==> src/rtl/spdm_pkg.sv <==
package spdm_pkg;

    localparam int FRAC_BITS = 8;
    localparam int SCALE_W   = 16;

    typedef struct packed {
        logic [6:0] value;
        logic       strobe;
    } speed_sample_t;

    // Rounded fixed-point factor from pulses per window to RPM/10.
    function automatic longint unsigned calc_scale(
        input longint unsigned clk_hz,
        input longint unsigned ppr,
        input longint unsigned gate_cycles
    );
        longint unsigned num;
        longint unsigned den;
        num = (60 * clk_hz) << FRAC_BITS;
        den = ppr * gate_cycles * 10;
        return (num + den / 2) / den;
    endfunction

endpackage

==> src/rtl/spdm_gate_timer.sv <==
module spdm_gate_timer #(
    parameter int GATE_CYCLES = 200000
) (
    input  logic clk,
    input  logic rst,
    output logic gate_end
);
    localparam int TW = $clog2(GATE_CYCLES);

    logic [TW-1:0] tcnt;

    always_ff @(posedge clk) begin
        if (rst) begin
            tcnt <= '0;
        end else if (tcnt == TW'(GATE_CYCLES - 1)) begin
            tcnt <= '0;
        end else begin
            tcnt <= tcnt + 1'b1;
        end
    end

    assign gate_end = (tcnt == TW'(GATE_CYCLES - 1));

    AST_TIMER_RANGE: assert property (@(posedge clk) disable iff (rst)
        tcnt < TW'(GATE_CYCLES)) else $error("timer out of range");
    AST_GATE_SINGLE: assert property (@(posedge clk) disable iff (rst)
        gate_end |=> !gate_end) else $error("gate_end repeated");

endmodule

==> src/rtl/spdm_edge_sync.sv <==
module spdm_edge_sync #(
    parameter int SYNC_STAGES = 2
) (
    input  logic clk,
    input  logic rst,
    input  logic async_in,
    output logic rise
);
    logic [SYNC_STAGES:0] chain;

    always_ff @(posedge clk) begin
        if (rst) begin
            chain <= '0;
        end else begin
            chain <= {chain[SYNC_STAGES-1:0], async_in};
        end
    end

    assign rise = chain[SYNC_STAGES-1] & ~chain[SYNC_STAGES];

    AST_RISE_SPACED: assert property (@(posedge clk) disable iff (rst)
        rise |=> !rise) else $error("back-to-back rise");

endmodule

==> src/rtl/spdm_pulse_counter.sv <==
module spdm_pulse_counter #(
    parameter int CNT_W = 16
) (
    input  logic             clk,
    input  logic             rst,
    input  logic             rise,
    input  logic             gate_end,
    output logic [CNT_W-1:0] count
);
    localparam logic [CNT_W-1:0] CNT_MAX = {CNT_W{1'b1}};

    always_ff @(posedge clk) begin
        if (rst) begin
            count <= '0;
        end else if (gate_end) begin
            count <= {{(CNT_W-1){1'b0}}, rise};
        end else if (rise && count != CNT_MAX) begin
            count <= count + 1'b1;
        end
    end

    AST_CNT_CLEARED: assert property (@(posedge clk) disable iff (rst)
        gate_end |=> count <= CNT_W'(1)) else $error("count carried over");

endmodule

==> src/rtl/spdm_scaler.sv <==
module spdm_scaler
    import spdm_pkg::*;
#(
    parameter int CNT_W  = 16,
    parameter int SCALE  = 1500,
    parameter int OUT_MAX = 86
) (
    input  logic             clk,
    input  logic             rst,
    input  logic             load,
    input  logic [CNT_W-1:0] count,
    output speed_sample_t    sample
);
    localparam int PW = CNT_W + SCALE_W;
    localparam logic [PW-1:0] HALF = PW'(1) << (FRAC_BITS - 1);

    logic [PW-1:0] product;
    logic [PW-1:0] rounded;
    logic [6:0]    clamped;

    always_comb begin
        product = PW'(count) * PW'(SCALE);
        rounded = (product + HALF) >> FRAC_BITS;
        clamped = (rounded > PW'(OUT_MAX)) ? 7'(OUT_MAX) : rounded[6:0];
    end

    always_ff @(posedge clk) begin
        if (rst) begin
            sample <= '0;
        end else begin
            sample.strobe <= load;
            if (load) begin
                sample.value <= clamped;
            end
        end
    end

    AST_NO_OVERFLOW: assert property (@(posedge clk) disable iff (rst)
        sample.value <= 7'(OUT_MAX)) else $error("speed above limit");
    AST_HOLD_VALUE: assert property (@(posedge clk) disable iff (rst)
        !sample.strobe |-> $stable(sample.value)) else $error("value moved");

endmodule

==> src/rtl/enc_speed_meter.sv <==
module enc_speed_meter
    import spdm_pkg::*;
#(
    parameter int CLK_HZ         = 100_000_000,
    parameter int PULSES_PER_REV = 512,
    parameter int GATE_CYCLES    = 200_000,
    parameter int CNT_W          = 16,
    parameter int OUT_MAX        = 86
) (
    input  logic       clk,
    input  logic       rst,
    input  logic       enc_in,
    output logic [6:0] speed_rpm10,
    output logic       speed_valid
);
    localparam int SCALE = int'(calc_scale(longint'(CLK_HZ),
                                           longint'(PULSES_PER_REV),
                                           longint'(GATE_CYCLES)));

    logic             gate_end;
    logic             rise;
    logic [CNT_W-1:0] count;
    speed_sample_t    sample;

    spdm_gate_timer #(.GATE_CYCLES(GATE_CYCLES)) u_timer (
        .clk(clk), .rst(rst), .gate_end(gate_end)
    );

    spdm_edge_sync #(.SYNC_STAGES(2)) u_sync (
        .clk(clk), .rst(rst), .async_in(enc_in), .rise(rise)
    );

    spdm_pulse_counter #(.CNT_W(CNT_W)) u_count (
        .clk(clk), .rst(rst), .rise(rise), .gate_end(gate_end), .count(count)
    );

    spdm_scaler #(.CNT_W(CNT_W), .SCALE(SCALE), .OUT_MAX(OUT_MAX)) u_scale (
        .clk(clk), .rst(rst), .load(gate_end), .count(count), .sample(sample)
    );

    assign speed_rpm10 = sample.value;
    assign speed_valid = sample.strobe;

    AST_VALID_AFTER_GATE: assert property (@(posedge clk) disable iff (rst)
        gate_end |=> speed_valid) else $error("strobe missing");

endmodule

==> config.mk <==
export PLATFORM = sky130hd
export DESIGN_NAME = enc_speed_meter
export DESIGN_NICKNAME = d
export VERILOG_FILES = /design/src/rtl/spdm_pkg.sv /design/src/rtl/spdm_gate_timer.sv /design/src/rtl/spdm_edge_sync.sv /design/src/rtl/spdm_pulse_counter.sv /design/src/rtl/spdm_scaler.sv /design/src/rtl/enc_speed_meter.sv
export SDC_FILE = /design/constraint.sdc
export NUM_CORES = 1
export LEC_CHECK = 0
export BUFFER_PORTS_ARGS = -buffer_cell sky130_fd_sc_hd__buf_2
export CORE_AREA = 4 4 167 105
export DETAILED_ROUTE_END_ITERATION = 6
export DIE_AREA = 0 0 171 109
export PLACE_DENSITY = 0.63
export SLEW_MARGIN = 20
export SYNTH_ARGS = -nofsm -noshare
export SYNTH_HDL_FRONTEND = slang
export SYNTH_SLANG_ARGS = --single-unit
==> constraint.sdc <==
create_clock -name clk -period 8.7 [get_ports clk]
set_input_delay 1.74 -clock clk [delete_from_list [all_inputs] [get_ports clk]]
set_output_delay 1.74 -clock clk [all_outputs]
set_load 0.01 [all_outputs]
* Word level (Yosys, flattened, before mapping) *
Index checks and enable logic that the tools add are counted.

word-level totals
  logic and storage cells = 21
  output and inout bits = 8
  flip-flop bits (word level) = 45

cells by class
  reductions and logical operators = 3
  $lt $le $gt $ge = 1
  add/sub/neg operators = 3
  $mul = 1
  equal/unequal tests = 2
  bitwise gates (word level) = 2
  mux-type cells = 3

operators by type and width
  operator                                                                          count
  27-bit by 8-bit adder with 28-bit output, second input constant                   1
  16-bit by 9-bit multiplier with 25-bit output, second input constant              1
  24-bit by 7-bit greater-than comparator with 1-bit output, second input constant  1
  18-bit by 1-bit adder with 18-bit output, second input constant                   1
  18-bit equality test, second input constant                                       1
  16-bit by 1-bit adder with 16-bit output, second input constant                   1
  16-bit != test, second input constant                                             1
  7-bit 2-to-1 mux                                                                  1
  1-bit 2-to-1 mux                                                                  2
  2-bit nonzero test                                                                1
  2-bit OR reduction                                                                1
  1-bit bitwise AND                                                                 1
  1-bit logical AND                                                                 1
  1-bit NOT                                                                         1

* Longest topological paths before layout *
  word-level depth = 5
  gate-level depth with buffers = 22
  depth with buffers taken out = 21

* Hierarchy *
Synthesis repeated with hierarchy kept, for this count alone.

unflattened totals
  cells, all modules = 744
  area, all modules = 6387.4 µm²

modules (own cells, without submodules)
  module              times used  sequential area each (µm²)  area each (µm²)  cells each
  spdm_scaler         1           160.2                       4631.9           548
  spdm_gate_timer     1           360.3                       857.1            96
  spdm_pulse_counter  1           320.3                       810.8            93
  spdm_edge_sync      1           60.1                        87.6             7

* Worst setup path after synthesis *
No wires, ideal clock.

  path type = flip-flop to flip-flop
  start point = reg u_count.count[6]
  end point = reg, netlist name u_scale.sample[5]
  setup slack = 2.906 ns
  buffers on the path = 1
  clock period less this slack = 5.794 ns
  data arrival time = 5.653 ns
  setup time = 0.141 ns
  cell stages (with the launch flop) = 22
  cell sequence = dfxtp_1 > fa_1 > inv_1 > fa_1 > inv_1 > fa_1 > inv_1 > fa_1 > inv_1 > ha_1 > buf_6 > a21oi_1 > nand2_1 > or3b_1 > a31oi_1 > xnor2_1 > nand3_4 > or3_1 > or4_1 > a211oi_2 > and3b_4 > a221oi_2

on the way
  cells in the longest elaborated chain, start to end = 4

RTL lines
  element                                                    line                      RTL
  from (decl)                                                spdm_pulse_counter.sv:8   output logic [CNT_W-1:0] count
  from (signal assigned)                                     spdm_pulse_counter.sv:16  count <= {{(CNT_W-1){1'b0}}, rise};
  from (signal assigned)                                     spdm_pulse_counter.sv:18  count <= count + 1'b1;
  16-bit by 9-bit multiplier with 25-bit output *            spdm_scaler.sv:22         product = PW'(count) * PW'(SCALE);
  27-bit by 8-bit adder with 28-bit output *                 spdm_scaler.sv:23         rounded = (product + HALF) >> FRAC_BITS;
  24-bit by 7-bit greater-than comparator with 1-bit output  spdm_scaler.sv:24         clamped = (rounded > PW'(OUT_MAX)) ? 7'(OUT_MAX) : rounded[6:0];
  7-bit 2-to-1 mux *                                         spdm_scaler.sv:24

Mark *: on every way between the ends. The rest lies on a longest branch, timed or not.
A chain may end at the register's enable or synchronous reset.

* Final worst setup path *
  start point = reg u_count.count[6]
  end point = reg, netlist name u_scale.sample[2]

on the way
  cells in the longest elaborated chain, start to end = 4

RTL lines
  element                                                    line
  16-bit by 9-bit multiplier with 25-bit output *            spdm_scaler.sv:22
  27-bit by 8-bit adder with 28-bit output *                 spdm_scaler.sv:23
  24-bit by 7-bit greater-than comparator with 1-bit output  spdm_scaler.sv:24
  7-bit 2-to-1 mux *                                         spdm_scaler.sv:24

Marked as above.

==> results.md <==
* Sw Ratio at 0.229
* # IOs at 11
* Width of the die at 171 microns
* CTS root buffer: clkbuf_16
* Initial core utilization at 0.394
* Sequential area share after synthesis at 0.143
* Number of flops mapped to enable cells by yosys at 0
* Max Clk Rate at 153 MHz
* Synth Area in Compound Gates at 0.130
* Final Skew at 0.00816 ns
* Clk sinks at 45
* Clk buf depth at 2
* RSZ-0062 raised after global routing: no
* Vias in the first global route at 4,721
* Die height at 109 microns
* Port Buffers at 10
* GR peak layer: met1
* Post-synthesis instance area at 0.00629 sq mm
* Flops & latches, synth at 45
* Core Area at 0.0159 sq mm
* Antenna violations before repair at 0
* Mux cell area share after synthesis at 0.00477
* # Post-CTS Setup Buffers at 0
* H-tree depth at 2
* Pins over their slew limit at 0
* DP HPWL at 11.3 mm
* Final setup fails at 0
* Synth Area in Simple Gates at 0.186
* Reg power frac at 0.463
* Final Cycle Share at 0.751
* Max_cap viols at 0
* Ys Warns at 0
* Commonest non-fill, non-tap cells in the layout: inv_1, fa_1, ha_1
* Routed via count at 4,834
* Leakage power at 3.12 nW
* HP Class: register to register
* Final net count at 886
* Cells resized by post-CTS repair at 0
* Row cnt at 36
* Top-area cell type share of the netlist area at 0.216
* Final GP Congestion at 0.880
* Grt met1 use at 0.263
* Worst Setup Start Kind: register
* Worst Path Required at 8.85 ns
* Fraction of layout cells with a size suffix above 1 at 0.0656
* CP endpoint kind: register
* Synth Area per Inst at 8.42 sq um
* Outcome: completed
* P_sw at 0.104 mW
* Largest family of logic cells by synthesized area: adder cells
* Hold Violations, Final at 0
* First drt pass iteration count at 5
* Full die area at 0.0186 sq mm
* Post-route ant nets at 0
* DRC Markers at 0
* Slew @ Worst Pin at 0.792 ns
* Met2 Use GR at 0.217
* Total gr overflow at 0
* Min Tclk post-route at 6.53 ns
* Combinational share of power at 0.049
* Routed len/inst at 14.1 microns
* Post-layout instance area at 0.00667 sq mm
* Vias per cell at 5.06
* Leading area contributor after synthesis: fa_1
* First-pass GRT wire length at 24.0 mm
* Pwr Density at 68.0 mW/mm^2
* Int Pwr at 0.350 mW
* Syn Inst Count at 747
* Setup TNS at 0 ns
* Synth top area cells: fa_1, dfxtp_1, ha_1, inv_1, nor2_1
* Crit Path Class: register to register
* Largest net degree at the start of global routing at 35
* Synth unique cells at 83
* CTS Buf Count at 5
* Crit path DAT at 6.68 ns
* Leading cell type in the layout, fill and taps excluded: inv_1
* Placed Area at 0.00651 sq mm
* Routed wire length at 13.5 mm
* Max IR drop VDD at 0.0000568 V
* Asr flop ratio synth at 0
* Total GRT Usage at 0.161
* First DRT Iteration DRCs at 341
* M3 GR Usage at 0.0362
* Clock network fraction of total power at 0.488
* Clock input transition at the sequential cells of the worst setup and hold paths at 0.07 ns
* Worst skew pair latency at 0.30 ns
* Post-Synth Adder-Cell Area at 0.352
* CTS Hold Buffers Added at 0
* Syn nets at 886
* Post-synthesis xor/xnor area fraction at 0.0641
* Worst-path fanout max at 9
* # diodes at 0
* Ys flop type: dfxtp_1
* Relative slew slack at 0.472
* CTS tree: built
* Filler cells at 1,634
* Area Growth Syn to Fin at 6.03%
-- cell families after synthesis --
| family | after synthesis |
|---|---|
| AND/OR/NAND/NOR | 216 |
| buffers and inverters | 194 |
| adder cells (fa/ha/maj) | 136 |
| AO/OA/AOI/OAI | 110 |
| flip-flops | 45 |
| XOR/XNOR | 43 |
| multiplexers | 3 |
-- path summary, 6_finish.rpt --
| kind | slack, ns | start | end | depth (start not counted) |
|---|---|---|---|---|
| worst max-delay path | 2.17 | u_count.count[6] | u_scale.sample[2] | 20 |
| worst min-delay path | 0.46 | u_sync.chain[0] | u_sync.chain[1] | 1 |
| worst max register to register | 2.17 | u_count.count[6] | u_scale.sample[2] | 20 |
| worst min register to register | 0.46 | u_sync.chain[0] | u_sync.chain[1] | 1 |
-- Yosys cell counts, drive strengths merged, types with 2 or more instances --
cell type	instances
inv	177
fa	68
ha	68
nor2	60
nand2	46
dfxtp	45
a21oi	31
nand3	25
o21ai	24
xnor2	23
xor2	20
nor3	10
and2	9
buf	9
nor4	9
clkbuf	8
a21o	7
and4	7
nand2b	7
nor2b	7
o211ai	7
and3	6
or3	6
or2	5
a21boi	4
a221oi	4
nand4	4
o21a	4
a211o	3
mux2i	3
o22ai	3
or3b	3
a22oi	2
a31oi	2
nand4b	2
nor3b	2
nor4b	2
o211a	2
o311ai	2
o31a	2
-- per-layer routing --
metal	up-vias	part of all wire	wire length, microns
met3	9	0.062	844
met5	-	0	0
met4	0	0.0055	75
li1	2412	-	-
met2	100	0.36	4890
met1	2313	0.57	7710
-- area by class of cell --
type | count | area, sq um | area share
clock buffers | 5 | 125 | 0.0188
inverters | 177 | 664 | 0.0996
clock inverters | 2 | 35.0 | 0.00525
flip-flops and latches | 45 | 901 | 0.135
well taps | 209 | 262 | 0.0392
multi-input cells | 508 | 4630 | 0.695
repair buffers | 10 | 50.0 | 0.00750
-- power by group through the flow --
| stage | registers (mW) | logic, mW | clock network [mW] |
|---|---|---|---|
| 5_1_grt | 0.210 | 0.0256 | 0.235 |
| 6_report | 0.210 | 0.0221 | 0.221 |
| 3_5_place_dp | 0.215 | 0.0223 | 0 |
| 2_1_floorplan | 0.214 | 0.0179 | 0 |
| 4_1_cts | 0.210 | 0.0225 | 0.230 |
| 3_3_place_gp | 0.215 | 0.0224 | 0 |
-- registers in the layout, summed over array words and instances, names as in the netlist --
signal,flops
u_timer.tcnt,18
u_count.count,16
u_scale.sample,8
u_sync.chain,3
-- worst max-delay path, stage by stage, from the launching register on --
cell and delay [ns]:
dfxtp_1 0.47, fa_1 0.60, inv_1 0.06, fa_1 0.49, inv_1 0.05, fa_1 0.47
inv_1 0.05, fa_1 0.52, inv_1 0.04, ha_1 0.41, a21oi_1 0.31, nand2_1 0.15
or3b_1 0.45, a31oi_1 0.24, xnor2_1 0.25, nor4b_1 0.49, nand2_1 0.16, or4_1 0.45
a211oi_2 0.35, and3b_4 0.30, a221oi_2 0.07
-- metrics by stage --
step	instances	utilization	worst slack [ns]	hold slack [ns]	total power [mW]
4_1_cts	956	0.418	2.24	0.460	0.463
2_1_floorplan	747	-	2.91	0.414	0.232
3_5_place_dp	949	0.408	2.29	0.436	0.237
6_report	956	0.418	2.17	0.456	0.454
3_3_place_gp	949	0.408	2.31	0.442	0.237
5_1_grt	956	0.418	1.72	0.475	0.471
Note: power is estimated with default switching activity, not from simulation.
